**src/rtl/txn_seq_pkg.sv**
```systemverilog
package txn_seq_pkg;
  typedef enum logic [1:0] {
    CC_OK        = 2'b00,
    CC_TRANSIENT = 2'b01,
    CC_PERSIST   = 2'b10,
    CC_UNMATCHED = 2'b11
  } cc_e;
endpackage

```
**src/rtl/txn_nest_ctr.sv**
```systemverilog
module txn_nest_ctr #(
  parameter int MAX_DEPTH = 4,
  localparam int DW = $clog2(MAX_DEPTH + 1)
) (
  input  logic          clk_i,
  input  logic          rst_ni,
  input  logic          begin_i,
  input  logic          end_i,
  input  logic          kill_i,
  output logic [DW-1:0] depth_o,
  output logic          outer_o,
  output logic          commit_o,
  output logic          unmatched_o,
  output logic          overflow_o
);
  logic [DW-1:0] depth_q;
  logic idle, at_max;

  assign idle        = (depth_q == '0);
  assign at_max      = (depth_q == DW'(MAX_DEPTH));
  assign overflow_o  = begin_i & at_max;
  assign outer_o     = begin_i & idle & ~kill_i;
  assign commit_o    = end_i & ~begin_i & ~kill_i & (depth_q == DW'(1));
  assign unmatched_o = end_i & ~begin_i & idle;
  assign depth_o     = depth_q;

  // priority: kill > begin > end
  always_ff @(posedge clk_i or negedge rst_ni) begin
    if (!rst_ni)                      depth_q <= '0;
    else if (kill_i)                  depth_q <= '0;
    else if (begin_i)                 depth_q <= depth_q + DW'(1);
    else if (end_i && !idle)          depth_q <= depth_q - DW'(1);
  end

  assert_commit_clears_R2: assert property (@(posedge clk_i) disable iff (!rst_ni)
    commit_o |=> (depth_q == '0));
  assert_kill_clears_R5: assert property (@(posedge clk_i) disable iff (!rst_ni)
    kill_i |=> (depth_q == '0));
  assert_nest_inc_R1: assert property (@(posedge clk_i) disable iff (!rst_ni)
    (begin_i && !kill_i) |=> (depth_q == $past(depth_q) + DW'(1)));
  assert_no_overflow_R11: assert property (@(posedge clk_i) disable iff (!rst_ni)
    depth_q <= DW'(MAX_DEPTH));
endmodule

```
**src/rtl/txn_backoff.sv**
```systemverilog
module txn_backoff #(
  parameter int          RW     = 4,
  parameter int          CAP    = 4,
  parameter int          LFSR_W = 16,
  parameter logic [15:0] TAPS   = 16'hB400,
  parameter logic [15:0] SEED   = 16'hACE1
) (
  input  logic          clk_i,
  input  logic          rst_ni,
  input  logic          load_i,
  input  logic [RW-1:0] retry_i,
  output logic          busy_o
);
  logic [LFSR_W-1:0] lfsr_q;
  logic [CAP-1:0]    cnt_q, mask;
  logic [RW-1:0]     bits;

  always_ff @(posedge clk_i or negedge rst_ni) begin
    if (!rst_ni) lfsr_q <= SEED[LFSR_W-1:0];
    else         lfsr_q <= {lfsr_q[LFSR_W-2:0], ^(lfsr_q & TAPS[LFSR_W-1:0])};
  end

  assign bits = (retry_i >= RW'(CAP)) ? RW'(CAP) : retry_i;

  // ceiling mask widens one bit per retry
  for (genvar k = 0; k < CAP; k++) begin : g_mask
    assign mask[k] = (bits > RW'(k));
  end

  always_ff @(posedge clk_i or negedge rst_ni) begin
    if (!rst_ni)           cnt_q <= '0;
    else if (load_i)       cnt_q <= lfsr_q[CAP-1:0] & mask;
    else if (cnt_q != '0)  cnt_q <= cnt_q - CAP'(1);
  end

  assign busy_o = (cnt_q != '0);

  assert_backoff_countdown_R7: assert property (@(posedge clk_i) disable iff (!rst_ni)
    (busy_o && !load_i) |=> (cnt_q == $past(cnt_q) - CAP'(1)));
  assert_backoff_bound_R7: assert property (@(posedge clk_i) disable iff (!rst_ni)
    load_i |=> ((cnt_q & ~$past(mask)) == '0));
endmodule

```
**src/rtl/txn_escalate.sv**
```systemverilog
module txn_escalate (
  input  logic clk_i,
  input  logic rst_ni,
  input  logic trig_i,
  input  logic gnt_i,
  output logic req_o
);
  logic req_q;

  always_ff @(posedge clk_i or negedge rst_ni) begin
    if (!rst_ni)      req_q <= 1'b0;
    else if (trig_i)  req_q <= 1'b1;
    else if (gnt_i)   req_q <= 1'b0;
  end

  assign req_o = req_q;

  assert_req_hold_R8: assert property (@(posedge clk_i) disable iff (!rst_ni)
    (req_q && !gnt_i && !trig_i) |=> req_q);
  assert_req_drop_R8: assert property (@(posedge clk_i) disable iff (!rst_ni)
    (req_q && gnt_i && !trig_i) |=> !req_q);
  assert_req_cause_R8: assert property (@(posedge clk_i) disable iff (!rst_ni)
    $rose(req_q) |-> $past(trig_i));
endmodule

```
**src/rtl/txn_seq_ctrl.sv**
```systemverilog
module txn_seq_ctrl
  import txn_seq_pkg::*;
#(
  parameter int AW         = 32,
  parameter int MAX_DEPTH  = 4,
  parameter int RW         = 4,
  parameter int CAP        = 4,
  parameter int THRESH     = 4,
  parameter int INSN_BYTES = 4
) (
  input  logic          clk_i,
  input  logic          rst_ni,
  input  logic          begin_i,
  input  logic          begin_cstr_i,
  input  logic [AW-1:0] begin_pc_i,
  input  logic          end_i,
  input  logic          abort_i,
  input  logic          abort_persist_i,
  input  logic          bcast_gnt_i,
  output logic          in_txn_o,
  output logic          redirect_o,
  output logic [AW-1:0] redirect_pc_o,
  output logic [1:0]    cc_o,
  output logic          stall_o,
  output logic          bcast_req_o
);
  localparam int DW = $clog2(MAX_DEPTH + 1);

  logic [DW-1:0] depth;
  logic outer, commit, unmatched, overflow;
  logic open_abort, kill, persist, busy;
  logic [RW-1:0] retry_q, retry_nxt;
  logic [AW-1:0] pc_q, redir_pc_q;
  logic cstr_q, redir_q;
  cc_e  cc_q;

  assign open_abort = abort_i & (depth != '0);
  assign kill       = open_abort | overflow;
  assign persist    = open_abort ? abort_persist_i : 1'b1;
  assign retry_nxt  = (&retry_q) ? retry_q : retry_q + RW'(1);

  txn_nest_ctr #(.MAX_DEPTH(MAX_DEPTH)) u_nest (
    .clk_i, .rst_ni,
    .begin_i, .end_i, .kill_i(kill),
    .depth_o(depth), .outer_o(outer), .commit_o(commit),
    .unmatched_o(unmatched), .overflow_o(overflow)
  );

  txn_backoff #(.RW(RW), .CAP(CAP)) u_backoff (
    .clk_i, .rst_ni,
    .load_i(kill), .retry_i(retry_nxt), .busy_o(busy)
  );

  txn_escalate u_esc (
    .clk_i, .rst_ni,
    .trig_i(kill & cstr_q & (retry_nxt >= RW'(THRESH))),
    .gnt_i(bcast_gnt_i), .req_o(bcast_req_o)
  );

  always_ff @(posedge clk_i or negedge rst_ni) begin
    if (!rst_ni) begin
      pc_q   <= '0;
      cstr_q <= 1'b0;
    end else if (outer) begin
      pc_q   <= begin_pc_i;
      cstr_q <= begin_cstr_i;
    end
  end

  always_ff @(posedge clk_i or negedge rst_ni) begin
    if (!rst_ni) begin
      redir_q    <= 1'b0;
      redir_pc_q <= '0;
      cc_q       <= CC_OK;
      retry_q    <= '0;
    end else begin
      redir_q <= kill;
      if (kill) begin
        redir_pc_q <= cstr_q ? pc_q : pc_q + AW'(INSN_BYTES);
        retry_q    <= retry_nxt;
        if (!cstr_q) cc_q <= persist ? CC_PERSIST : CC_TRANSIENT;
      end else if (commit) begin
        cc_q    <= CC_OK;
        retry_q <= '0;
      end else if (unmatched) begin
        cc_q <= CC_UNMATCHED;
      end
    end
  end

  assign in_txn_o      = (depth != '0);
  assign redirect_o    = redir_q;
  assign redirect_pc_o = redir_pc_q;
  assign cc_o          = cc_q;
  assign stall_o       = busy | bcast_req_o;

  assert_redirect_pulse_R4: assert property (@(posedge clk_i) disable iff (!rst_ni)
    redirect_o |=> !redirect_o);
  assert_unmatched_code_R3: assert property (@(posedge clk_i) disable iff (!rst_ni)
    (unmatched && !kill) |=> (cc_o == CC_UNMATCHED));
  assert_cstr_keeps_cc_R6: assert property (@(posedge clk_i) disable iff (!rst_ni)
    (kill && cstr_q) |=> $stable(cc_o));
  assert_commit_clears_retry_R9: assert property (@(posedge clk_i) disable iff (!rst_ni)
    (commit && !kill) |=> (retry_q == '0));
  assert_idle_abort_ignored_R10: assert property (@(posedge clk_i) disable iff (!rst_ni)
    (abort_i && !in_txn_o && !begin_i) |=> !redirect_o);
endmodule

```
**config.mk**
```make
export PLATFORM = sky130hd
export DESIGN_NAME = txn_seq_ctrl
export DESIGN_NICKNAME = d
export VERILOG_FILES = /design/src/rtl/txn_seq_pkg.sv /design/src/rtl/txn_nest_ctr.sv /design/src/rtl/txn_backoff.sv /design/src/rtl/txn_escalate.sv /design/src/rtl/txn_seq_ctrl.sv
export SDC_FILE = /design/constraint.sdc
export NUM_CORES = 1
export LEC_CHECK = 0
export ABC_AREA = 1
export BUFFER_PORTS_ARGS = -buffer_cell sky130_fd_sc_hd__buf_2
export CAP_MARGIN = 40
export CORE_MARGIN = 10
export CORE_UTILIZATION = 60
export CTS_BUF_LIST = sky130_fd_sc_hd__clkbuf_4 sky130_fd_sc_hd__clkbuf_8
export DETAILED_ROUTE_END_ITERATION = 6
export GPL_TIMING_DRIVEN = 0
export PLACE_DENSITY = 0.85
export SKIP_CTS_REPAIR_TIMING = 1
export SYNTH_ARGS = -nofsm -noshare
export SYNTH_HDL_FRONTEND = slang
export SYNTH_SLANG_ARGS = --single-unit
export TNS_END_PERCENT = 20
```
**constraint.sdc**
```tcl
create_clock -name clk_i -period 4.4 [get_ports clk_i]
set_input_delay 0.44 -clock clk_i [delete_from_list [all_inputs] [get_ports clk_i]]
set_output_delay 0.44 -clock clk_i [all_outputs]
set_load 0.05 [all_outputs]
```
Word level (Yosys, flattened, before mapping)
Index checks and enable logic that the tools add are counted.
{ "op_classes": {"magnitude_cmp": 5, "mux": 18, "eq_ne": 3, "addsub": 5, "bitwise": 15, "reduce_logical": 13} }
{ "op_table": {"columns": ["cell", "count"], "rows": [
  ["$add 32x3->32 const B", 1],
  ["$mux 32", 1],
  ["$mux 4", 6],
  ["$reduce_xor 16->1", 1],
  ["$and 1x1->1", 10],
  ["$mux 2", 5],
  ["$mux 3", 3],
  ["$reduce_bool 3->1", 3],
  ["$gt 4x1->1 const B", 2],
  ["$gt 4x2->1 const B", 2],
  ["$reduce_bool 2->1", 3],
  ["$add 4x1->4 const B", 1],
  ["$and 4x4->4", 1],
  ["$ge 4x3->1 const B", 1],
  ["$reduce_and 4->1", 1],
  ["$reduce_bool 4->1", 1],
  ["$sub 4x1->4 const B", 1],
  ["$add 3x1->3 const B", 1],
  ["$eq 3x1->1 const B", 1],
  ["$eq 3x3->1 const B", 1],
  ["$logic_not 3->1", 1],
  ["$mux 1", 3],
  ["$sub 3x1->3 const B", 1],
  ["$ne 2x2->1 const B", 1],
  ["5 further kinds", 7]
]} }
{ "totals": {"inputBits": 40, "wordCells": 69, "reg_bits": 96, "out_inout_bits": 38} }

Depth between registers and ports, before layout
Gate-level depths: netlist of the first run.
{ "depth": {"ltp_word": 8, "depth_mapped": 10, "depth_no_buf": 10} }

Modules after synthesis
Synthesis of the first run repeated with hierarchy kept, for this count alone.
{ "unflattened": {"hier_cells": 591, "hier_area_um2": 4768.3} }
{ "by_module_without_submodules": {"columns": ["mod", "n_inst", "seq_area_each_um2", "cells_each", "area_each_um2"], "rows": [
  ["txn_seq_ctrl", 1, 1801.7, 483, 3693.5],
  ["txn_backoff", 1, 510.5, 62, 742.0],
  ["txn_nest_ctr", 1, 75.1, 41, 292.8],
  ["txn_escalate", 1, 25.0, 5, 40.0]
]} }

Worst setup path before layout of the first run
No wires, ideal clock.
{ "synth_path": {"path_type": "reg-to-reg", "startpoint": "register u_nest.depth_q[0] (netlist: u_nest.depth_o[0])", "endpoint": "register u_esc.req_q (netlist: u_esc.req_o)", "n_path_buf": 1, "period_less_slack_ps": 1735, "stages_incl_launch_ff": 9, "setup_time_ps": 101, "path_slack_ps": 2665, "t_arrival_ps": 1635, "required_ps": 4299, "path_cell_list": "dfrtp_1 -> inv_1 -> ha_1 -> nand2_2 -> nand2_1 -> nand2_2 -> inv_2 -> buf_2 -> o32ai_1"} }
{ "synth_via": {"elab_chain_len": 6, "word_cells_on_any_way": 9, "classes_between": "1 x eq/ne; 1 x mux; 5 x bitwise; 2 x reduce/logical"} }
{ "synth_lines": {"columns": ["item", "line", "text"], "rows": [
  ["from (decl)", "txn_nest_ctr.sv:16", "logic [DW-1:0] depth_q;"],
  ["from (signal assigned)", "txn_nest_ctr.sv:31", "else if (begin_i) depth_q <= depth_q + DW'(1);"],
  ["from (signal assigned)", "txn_nest_ctr.sv:32", "else if (end_i && !idle) depth_q <= depth_q - DW'(1);"],
  ["$reduce_bool 3->1 (*)", null, null],
  ["named net in_txn_o", "txn_seq_ctrl.sv:20", "output logic in_txn_o,"],
  ["$and 1x1->1 (*)", "txn_seq_ctrl.sv:37", "assign open_abort = abort_i & (depth != '0);"],
  ["$or 1x1->1 (*)", "txn_seq_ctrl.sv:38", "assign kill = open_abort | overflow;"],
  ["$and 1x1->1 (*) (2 in series)", "txn_seq_ctrl.sv:56", ".trig_i(kill & cstr_q & (retry_nxt >= RW'(THRESH))),"],
  ["$mux 1 / $reduce_bool 2->1 (equally long branches)", null, null],
  ["to (signal assigned)", "txn_escalate.sv:11", "if (!rst_ni) req_q <= 1'b0;"],
  ["to (signal assigned)", "txn_escalate.sv:12", "else if (trig_i) req_q <= 1'b1;"],
  ["to (signal assigned)", "txn_escalate.sv:13", "else if (gnt_i) req_q <= 1'b0;"],
  ["to (decl)", "txn_escalate.sv:8", "logic req_q;"]
]} }
The timed path passes the listed nets; every way through them passes the cells marked *.
A chain may end at the register's enable or synchronous reset.

Worst setup path in the final report of the first run
{ "layout_path": {"startpoint": "register u_backoff.cnt_q[0]", "endpoint": "output port stall_o"} }
{ "layout_via": {"elab_chain_len": 2} }
{ "layout_lines": {"columns": ["item", "line", "text"], "rows": [
  ["from (decl)", "txn_backoff.sv:15", "logic [CAP-1:0] cnt_q, mask;"],
  ["from (signal assigned)", "txn_backoff.sv:32", "else if (load_i) cnt_q <= lfsr_q[CAP-1:0] & mask;"],
  ["from (signal assigned)", "txn_backoff.sv:33", "else if (cnt_q != '0) cnt_q <= cnt_q - CAP'(1);"],
  ["$reduce_bool 4->1", "txn_backoff.sv:36", "assign busy_o = (cnt_q != '0);"],
  ["$or 1x1->1", "txn_seq_ctrl.sv:95", "assign stall_o = busy | bcast_req_o;"],
  ["to (decl)", "txn_seq_ctrl.sv:24", "output logic stall_o,"]
]} }
No other way between the ends.

==> qor.yml, run 1 <==
cts_sinks: 96
yosys-top-cells-area: "dfrtp_1, nand2_1, nand3_1"
stdcell_area_sq_mm: 0.00523
clk_latency_ps: 370
n_antenna_cell: 0
seq_area_frac_synth: 0.538
fin_crit_sh: 0.458
placed_cell_area_sq_mm: 0.00502
skew_ps: 11.7
grt_pass1_wl_mm: 18.5
async_reset_ff_frac: 1.00
fmaxAchievable_mhz: 496
synth_top_area_share: 0.491
yosys.area.top_type: "dfrtp_1"
cap_violations: 0
netlist_area_sq_mm: 0.00448
wl_per_cell_um: 16.1
worstHoldPathType: "in -> async"
critPathKind: "reg -> out"
rows: 31
synth_ff_type: "dfrtp_1"
wirelength_mm: 11.1
cts-root-buf: "clkbuf_8"
num_vias: 3710
area_growth_pct: 16.7
coreArea_sq_mm: 0.00725
grt_max_degree: 50
cp_cell_sequence: "inv_1 > ha_1 > nand3_1 > inv_1 > nand2_1 > buf_2"
layout.cells.non_filler: 686
cts_tree: "done"
gp_routability_congestion: 0.935
worst_slack_ps: 2380
final_common_cell: "nand2_1"
first_iter_violations: 309
drive_above_1_share: 0.259
start_util: 0.618
fin_nets: 630
crit_buf_inv: 3
layout_common_cells: "nand2_1, dfrtp_1, buf_2"
critPathSlowestCell: "dfrtp_1"
power_mw: 4.35
nFillCells: 553
synth_edf_count: 0
crit_fanout: 5
tightest_slew_ps: 602
hold_slack_ps: 72.6
grt_pass1_vias: 3709
synthCells: 493
fin_util: 0.722
overflow: 0
power_density_mw_per_mm2: 831
slew_headroom: 0.599
status: "completed"
portBuffers: 77
track_usage: 0.201
cp-end-kind: "output pin"
rsz0062_at_grt: "no"
cp.arrival_ps: 1580
hold_violations: 0
clockBufferDepth: 2
finalSetupViolCount: 0
slowest_delay_ps: 370
dr.pass1.iters: 5
ys_seq_elements: 96
htree_levels: 3
drv_slew: 0
syn_area_per_cell_sq_um: 9.09
dp_slack_ps: 2560
num_io_pins: 78
clkSlewWorstSetupHoldPaths_ps: 100
antenna_left: 0
antenna_found_initial: 0
dieArea_sq_mm: 0.0113
dp.cells: 670
hpwl_mm: 8.46
die_w_um: 106
syn-num-nets: 541
synthDistinctLibCells: 37
start_kind: "flip-flop"
ir_drop_v: 0.000372
drc: 0
required_ps: 3960
crit_family: "buffers and inverters"
cpMostUsedCell: "inv_1"
synth_warnings: 0
timing.final.crit_period_ps: 2020
fp.dieH_um: 106
cts-buffers-inserted: 9
vias_per_cell: 5.41
power.leakage_nw: 2.61
finalSetupTns_ps: 0
-- final timing paths --
path / start / to / slack (ps) / depth (start not counted)
max in group asynchronous: rst_ni / pc_q[26]$_DFFE_PN0P_ / 3690 / 2
min in group clk_i: bcast_gnt_i / u_esc.req_o$_DFFE_PN0P_ / 240 / 2
max reg2reg: u_nest.depth_o[0]$_DFFE_PN0P_ / redirect_pc_o[29]$_DFFE_PN0N_ / 2530 / 8
min: rst_ni / u_nest.depth_o[2]$_DFFE_PN0P_ / 70 / 1
max: u_backoff.cnt_q[0]$_DFFE_PN0P_ / stall_o / 2380 / 6
min reg2reg: u_backoff.lfsr_q[6]$_DFF_PN1_ / u_backoff.lfsr_q[7]$_DFF_PN1_ / 350 / 0
-- where the power goes --
part           internal [mW]  switching, mW  leakage (nW)
combinational          0.620           1.56          1.36
clock                  0.276          0.332         0.108
sequential              1.25          0.313          1.14
-- flip-flops by register name, indices dropped and copies added, names as in the netlist --
signal	flops
cc_o	2
cstr_q	1
pc_q	32
redirect_o	1
redirect_pc_o	32
retry_q	4
u_backoff.cnt_q	4
u_backoff.lfsr_q	16
u_esc.req_o	1
u_nest.depth_o	3
-- cell families (layout without fill, tap and decap cells) --
group | Yosys count | count (layout) | share of synthesized area
xor gates and xnor gates | 15 | 15 | 0.0293
adders and majority gates | 8 | 8 | 0.0223
DFF | 96 | 96 | 0.538
buffers and inverters | 59 | 153 | 0.0522
muxes | 16 | 16 | 0.0402
and+or+nand+nor | 234 | 234 | 0.239
AOI/OAI and AO/OA | 65 | 65 | 0.0790
-- cells in the mapped netlist (4+ instances only) --
cell type	count
inv_1	44
o21ai_0	21
buf_2	10
nor3_1	4
xnor2_1	6
mux2_2	16
ha_1	8
nand2_1	112
xor2_1	9
dfrtp_1	88
nand3_1	44
nor2_2	9
nand4_1	12
dfstp_2	8
o21ai_1	7
nor2_1	39
a21oi_1	24
-- final cells by class --
cell class,count,area [sq um],share of cell area
buffer,13,61.3,0.0117
clock buffer,9,124,0.0237
clock inverter,7,87.6,0.0167
inverter,46,173,0.0330
multi-input combinational,338,1840,0.351
sequential,96,2410,0.461
tap,99,124,0.0237
timing repair buffer,78,415,0.0794
-- metal layers --
metal,global-route usage,part of all wire,vias up
met2,0.331,0.49,146
met1,0.258,0.42,1754
met3,0.0447,0.073,12
li1,-,-,1798
met5,0,0,-
met4,0.0638,0.013,0
-- worst reg2reg max path, cell delays in order (launching register included) --
cell,delay [ps]
dfrtp_1,390
inv_1,90
ha_1,240
nand2_2,110
nand2_1,100
nand2_2,150
buf_1,440
nand3_1,190
nand2_1,90
(Power assumes the default switching activity.)
==> run 2: changes to the inputs <==
--- a/config.mk
+++ b/config.mk
@@ -9,11 +9,11 @@
 export BUFFER_PORTS_ARGS = -buffer_cell sky130_fd_sc_hd__buf_2
 export CAP_MARGIN = 40
 export CORE_MARGIN = 10
-export CORE_UTILIZATION = 60
+export CORE_UTILIZATION = 58
 export CTS_BUF_LIST = sky130_fd_sc_hd__clkbuf_4 sky130_fd_sc_hd__clkbuf_8
 export DETAILED_ROUTE_END_ITERATION = 6
 export GPL_TIMING_DRIVEN = 0
-export PLACE_DENSITY = 0.85
+export PLACE_DENSITY = 0.82
 export SKIP_CTS_REPAIR_TIMING = 1
 export SYNTH_ARGS = -nofsm -noshare
 export SYNTH_HDL_FRONTEND = slang
==> constraint.sdc (replaced) <==
create_clock -name clk_i -period 2.1 [get_ports clk_i]
set_input_delay 0.21 -clock clk_i [delete_from_list [all_inputs] [get_ports clk_i]]
set_output_delay 0.21 -clock clk_i [all_outputs]
set_load 0.05 [all_outputs]
==> qor.yml, run 2 (synthesis results as in run 1) <==
status: "completed"
dieArea_sq_mm: 0.0116
wirelength_mm: 10.9
layout.cells.non_filler: 687
finalSetupViolCount: 0
ir_drop_v: 0.000887
area_growth_pct: 16.7
crit_fanout: 10
cp-end-kind: "flip-flop"
cp_cell_sequence: "inv_1 > ha_1 > nand2_2 > nand2_1 > nand2_2 > buf_1 > nand3_1 > nand2_1"
start_util: 0.608
cp.arrival_ps: 2200
overflow: 0
hpwl_mm: 8.29
dp.cells: 670
tightest_slew_ps: 594
track_usage: 0.196
gp_routability_congestion: 0.947
antenna_found_initial: 0
drv_slew: 0
grt_pass1_wl_mm: 18.4
critPathSlowestCell: "buf_1"
coreArea_sq_mm: 0.00737
fin_nets: 631
antenna_left: 0
portBuffers: 77
multi_input_area_sq_mm: 0.00184
power.leakage_nw: 2.60
clkSlewWorstSetupHoldPaths_ps: 100
reg2reg_slack_ps: 210
hold_violations: 0
die_w_um: 108
nFillCells: 603
worstHoldPathType: "in -> reg"
slew_headroom: 0.604
cts-buffers-inserted: 9
n_antenna_cell: 0
rsz0062_at_grt: "no"
cts_tree: "done"
fp.dieH_um: 108
htree_levels: 3
drive_above_1_share: 0.259
layout_common_cells: "nand2_1, dfrtp_1, buf_2"
final_common_cell: "nand2_1"
power_density_mw_per_mm2: 1720
num_vias: 3713
cts-root-buf: "clkbuf_8"
wl_per_cell_um: 15.8
skew_ps: 10.0
dp_slack_ps: 256
dr.pass1.iters: 5
vias_per_cell: 5.40
cap_violations: 0
rows: 31
first_iter_violations: 223
required_ps: 2410
fin_crit_sh: 0.898
grt_pass1_vias: 3800
num_io_pins: 78
worst_slack_ps: 214
timing.final.crit_period_ps: 1890
cts_sinks: 96
critPathKind: "reg -> reg"
clk_latency_ps: 370
slowest_delay_ps: 440
regArea_sq_mm: 0.00241
drc: 0
start_kind: "flip-flop"
fmaxAchievable_mhz: 530
clockBufferDepth: 2
grt_max_degree: 51
==> run 2: cell count changes in the layout (fill, tap and decap cells not counted), sizes merged <==
cell / delta
dlygate4sd3: +1
clkinvlp: +1
bufinv: -1
==> run 2: worst paths after layout <==
kind,cells past startpoint,endpoint,start
max,8,redirect_pc_o[19]$_DFFE_PN0N_,u_nest.depth_o[0]$_DFFE_PN0P_
min,2,u_esc.req_o$_DFFE_PN0P_,bcast_gnt_i
max reg2reg,8,redirect_pc_o[19]$_DFFE_PN0N_,u_nest.depth_o[0]$_DFFE_PN0P_
min reg2reg,0,u_backoff.lfsr_q[6]$_DFF_PN1_,u_backoff.lfsr_q[5]$_DFF_PN1_
max in group asynchronous,3,pc_q[23]$_DFFE_PN0P_,rst_ni
min in group asynchronous,2,u_nest.depth_o[2]$_DFFE_PN0P_,rst_ni
==> run 2: final cells by class <==
class,instances,share of cell area
Buffer,13,0.0117
Inverter,46,0.0330
Clock buffer,9,0.0237
Clock inverter,7,0.0144
Multi-Input combinational cell,338,0.351
Timing Repair Buffer,79,0.0813
Sequential cell,96,0.461
Tap cell,99,0.0237
==> run 2: critical path, delay by kind of cell (launching register included) <==
family | cells | cell delay [ps]
and+or+nand+nor | 5 | 650
DFF | 1 | 390
adders and majority gates | 1 | 250
buffers and inverters | 2 | 540
==> run 2: power by group <==
part | switching [mW] | total (mW) | internal, mW
logic | 3.24 | 4.54 | 1.30
clock network | 0.727 | 1.20 | 0.469
registers | 0.655 | 3.27 | 2.61
total | 4.62 | 9.00 | 4.38
==> run 2: per-layer routing <==
layer	track usage	part of all wire	vias up
met4	0.0477	0.012	0
li1	-	-	1797
met5	0	0	-
met3	0.0551	0.072	17
met2	0.323	0.48	131
met1	0.251	0.44	1768
==> run 2: metrics by stage <==
step	utilization	power, mW	hold slack [ps]	TNS (ps)	area [sq um]
floorplan	-	6.55	-85.6	0	4480
global placement	0.677	7.63	336	-1020	4990
detailed placement	0.681	7.82	255	0	5020
CTS	0.708	9.03	-154	0	5220
global route	0.710	9.64	7.98	0	5230
finish	0.710	9.00	8.82	0	5230
==> run 3: changes to the inputs <==
--- a/config.mk
+++ b/config.mk
@@ -5,7 +5,6 @@
 export SDC_FILE = /design/constraint.sdc
 export NUM_CORES = 1
 export LEC_CHECK = 0
-export ABC_AREA = 1
 export BUFFER_PORTS_ARGS = -buffer_cell sky130_fd_sc_hd__buf_2
 export CAP_MARGIN = 40
 export CORE_MARGIN = 10
==> qor.yml, run 3 <==
drc: 0
critPathSlowestCell: "or4_1"
required_ps: 2400
cts_tree: "done"
slowest_delay_ps: 510
grtUsageMet1: 0.213
synthDistinctLibCells: 49
syn-num-nets: 452
fmaxAchievable_mhz: 488
combPwrFrac: 0.487
drv_slew: 0
coreArea_sq_mm: 0.00733
clockBufferDepth: 2
cp.arrival_ps: 2360
htree_levels: 3
n_antenna_cell: 0
antenna_found_initial: 0
antenna_left: 0
synth_edf_count: 0
cp_cell_sequence: "buf_4 > nand2b_1 > or4_1 > buf_2 > or4_1 > nand3_1"
crit_fanout: 10
worst_slack_ps: 49.3
synth_warnings: 0
vias_per_cell: 5.77
synth_ff_type: "dfrtp_1"
cap_violations: 0
rsz0062_at_grt: "yes"
seq_area_frac_synth: 0.543
critPathKind: "reg -> reg"
start_util: 0.606
netlist_area_sq_mm: 0.00444
num_io_pins: 78
wirelength_mm: 10.1
grt_pass1_wl_mm: 16.8
status: "completed"
syn_area_per_cell_sq_um: 11.0
drive_above_1_share: 0.331
start_kind: "flip-flop"
use_met3: 0.0539
fp.dieH_um: 107
post-synth-top-count-cell: "dfrtp_1"
synth_top_area_share: 0.496
wl_per_cell_um: 16.8
power_switching_mw: 4.22
portBuffers: 77
p_int_mw: 4.74
dr.pass1.iters: 4
clk_latency_ps: 360
finalSetupViolCount: 0
p_clk_frac: 0.135
num_vias: 3466
crit_family: "simple AND/OR/NAND/NOR gates"
cp-end-kind: "flip-flop"
use_met2: 0.307
cts-root-buf: "clkbuf_8"
tightest_slew_ps: 532
fin_nets: 545
fin_util: 0.717
switching_share: 0.471
first_iter_violations: 269
cts_sinks: 96
synthCells: 404
gp_routability_congestion: 0.834
skew_ps: 14.4
whs_path_depth: 2
track_usage: 0.179
cts-buffers-inserted: 9
fin_crit_sh: 0.977
hpwl_mm: 7.64
overflow: 0
dieArea_sq_mm: 0.0116
grt_max_degree: 57
timing.final.crit_period_ps: 2050
ys_seq_elements: 96
clkSlewWorstSetupHoldPaths_ps: 100
slew_headroom: 0.645
cpMostUsedCell: "or4_1"
crit_buf_inv: 2
die_w_um: 107
hold_slack_ps: 30.2
power.leakage_nw: 2.34
hold_violations: 0
area_growth_pct: 18.4
finalSetupTns_ps: 0
dp_slack_ps: -517
nFillCells: 544
yosys.area.top_type: "dfrtp_1"
worstHoldPathType: "in -> reg"
p_seq_frac: 0.377
layout_common_cells: "dfrtp_1, buf_2, nand2_1"
async_reset_ff_frac: 1.00
rows: 31
final_common_cell: "dfrtp_1"
top_usage_layer: "met2"
netlist_top_cells_count: "dfrtp_1, nand2_1, mux2_2, nor2_1, o21ai_0"
power_mw: 8.96
power_density_mw_per_mm2: 1710
cp.depth: 6
yosys-top-cells-area: "dfrtp_1, mux2_2, dfstp_2"
ir_drop_v: 0.00113
worstRegToRegCells: 6
grt_pass1_vias: 3454
[run 3: cell types whose count changed after synthesis, moves of 9 or more]
cell and delta:
a31oi_1 +10, mux2_2 +17, a21oi_1 -19, nand2_1 -66, o31ai_1 +9, or4_1 +15
nor2_1 -18, inv_1 -29, nand3_1 -28, nor2_2 -9
[run 3: power groups by stage]
stage | Sequential, mW | Combinational, mW | Clock (mW)
global route | 3.49 | 4.78 | 1.32
floorplan | 4.38 | 2.13 | 0
detailed placement | 3.39 | 4.27 | 0
finish | 3.38 | 4.37 | 1.21
global placement | 3.35 | 4.12 | 0
CTS | 3.36 | 4.28 | 1.24
[run 3: per-stage QoR]
step / instance area, sq um / cells
finish: 5260 / 601
detailed placement: 4980 / 581
floorplan: 4440 / 404
global placement: 4950 / 580
CTS: 5180 / 597
global route: 5260 / 601
[run 3: logic make-up (layout without fill, tap and decap cells)]
logic type               count (synthesis)  count (layout)  share of synthesized area
multiplexers                            37              37                     0.0927
XOR/XNOR                                21              21                     0.0414
adder cells (fa/ha/maj)                  8               8                     0.0225
buffers and inverters                   34             132                     0.0358
AND/OR/NAND/NOR                        139             139                      0.165
AO/OA/AOI/OAI                           69              69                     0.0995
flip-flops                              96              96                      0.543
[run 3: routing by layer]
layer,up-vias,share of wire
li1,1649,-
met1,1696,0.41
met2,113,0.51
met3,8,0.068
met4,0,0.010
met5,-,0
[run 3: layout make-up]
class,count,area (sq um),area share
timing repair buffer,84,463,0.0881
inverter,15,56.3,0.0107
sequential,96,2410,0.459
multi-input combinational,274,1880,0.358
tap,99,124,0.0236
clock inverter,6,68.8,0.0131
clock buffer,10,131,0.0250
buffer,17,115,0.0219
[run 3: path summary, 6_finish.rpt]
kind	startpoint	slack (ps)	to
worst max-delay path	cstr_q$_DFFE_PN0P_	50	redirect_pc_o[24]$_DFFE_PN0N_
worst min-delay path	bcast_gnt_i	30	u_esc.req_o$_DFFE_PN0P_
worst max register to register	cstr_q$_DFFE_PN0P_	50	redirect_pc_o[24]$_DFFE_PN0N_
worst min register to register	u_backoff.lfsr_q[5]$_DFF_PN1_	360	u_backoff.lfsr_q[6]$_DFF_PN1_
max in group asynchronous	rst_ni	1070	u_backoff.lfsr_q[13]$_DFF_PN1_
min in group asynchronous	rst_ni	370	u_backoff.lfsr_q[8]$_DFF_PN0_
[run 3: worst reg2reg max path, cell delays in order, from the launching register on]
cell and delay [ps]:
dfrtp_1 360, buf_4 170, nand2b_1 180, or4_1 510
buf_2 200, or4_1 490, nand3_1 100
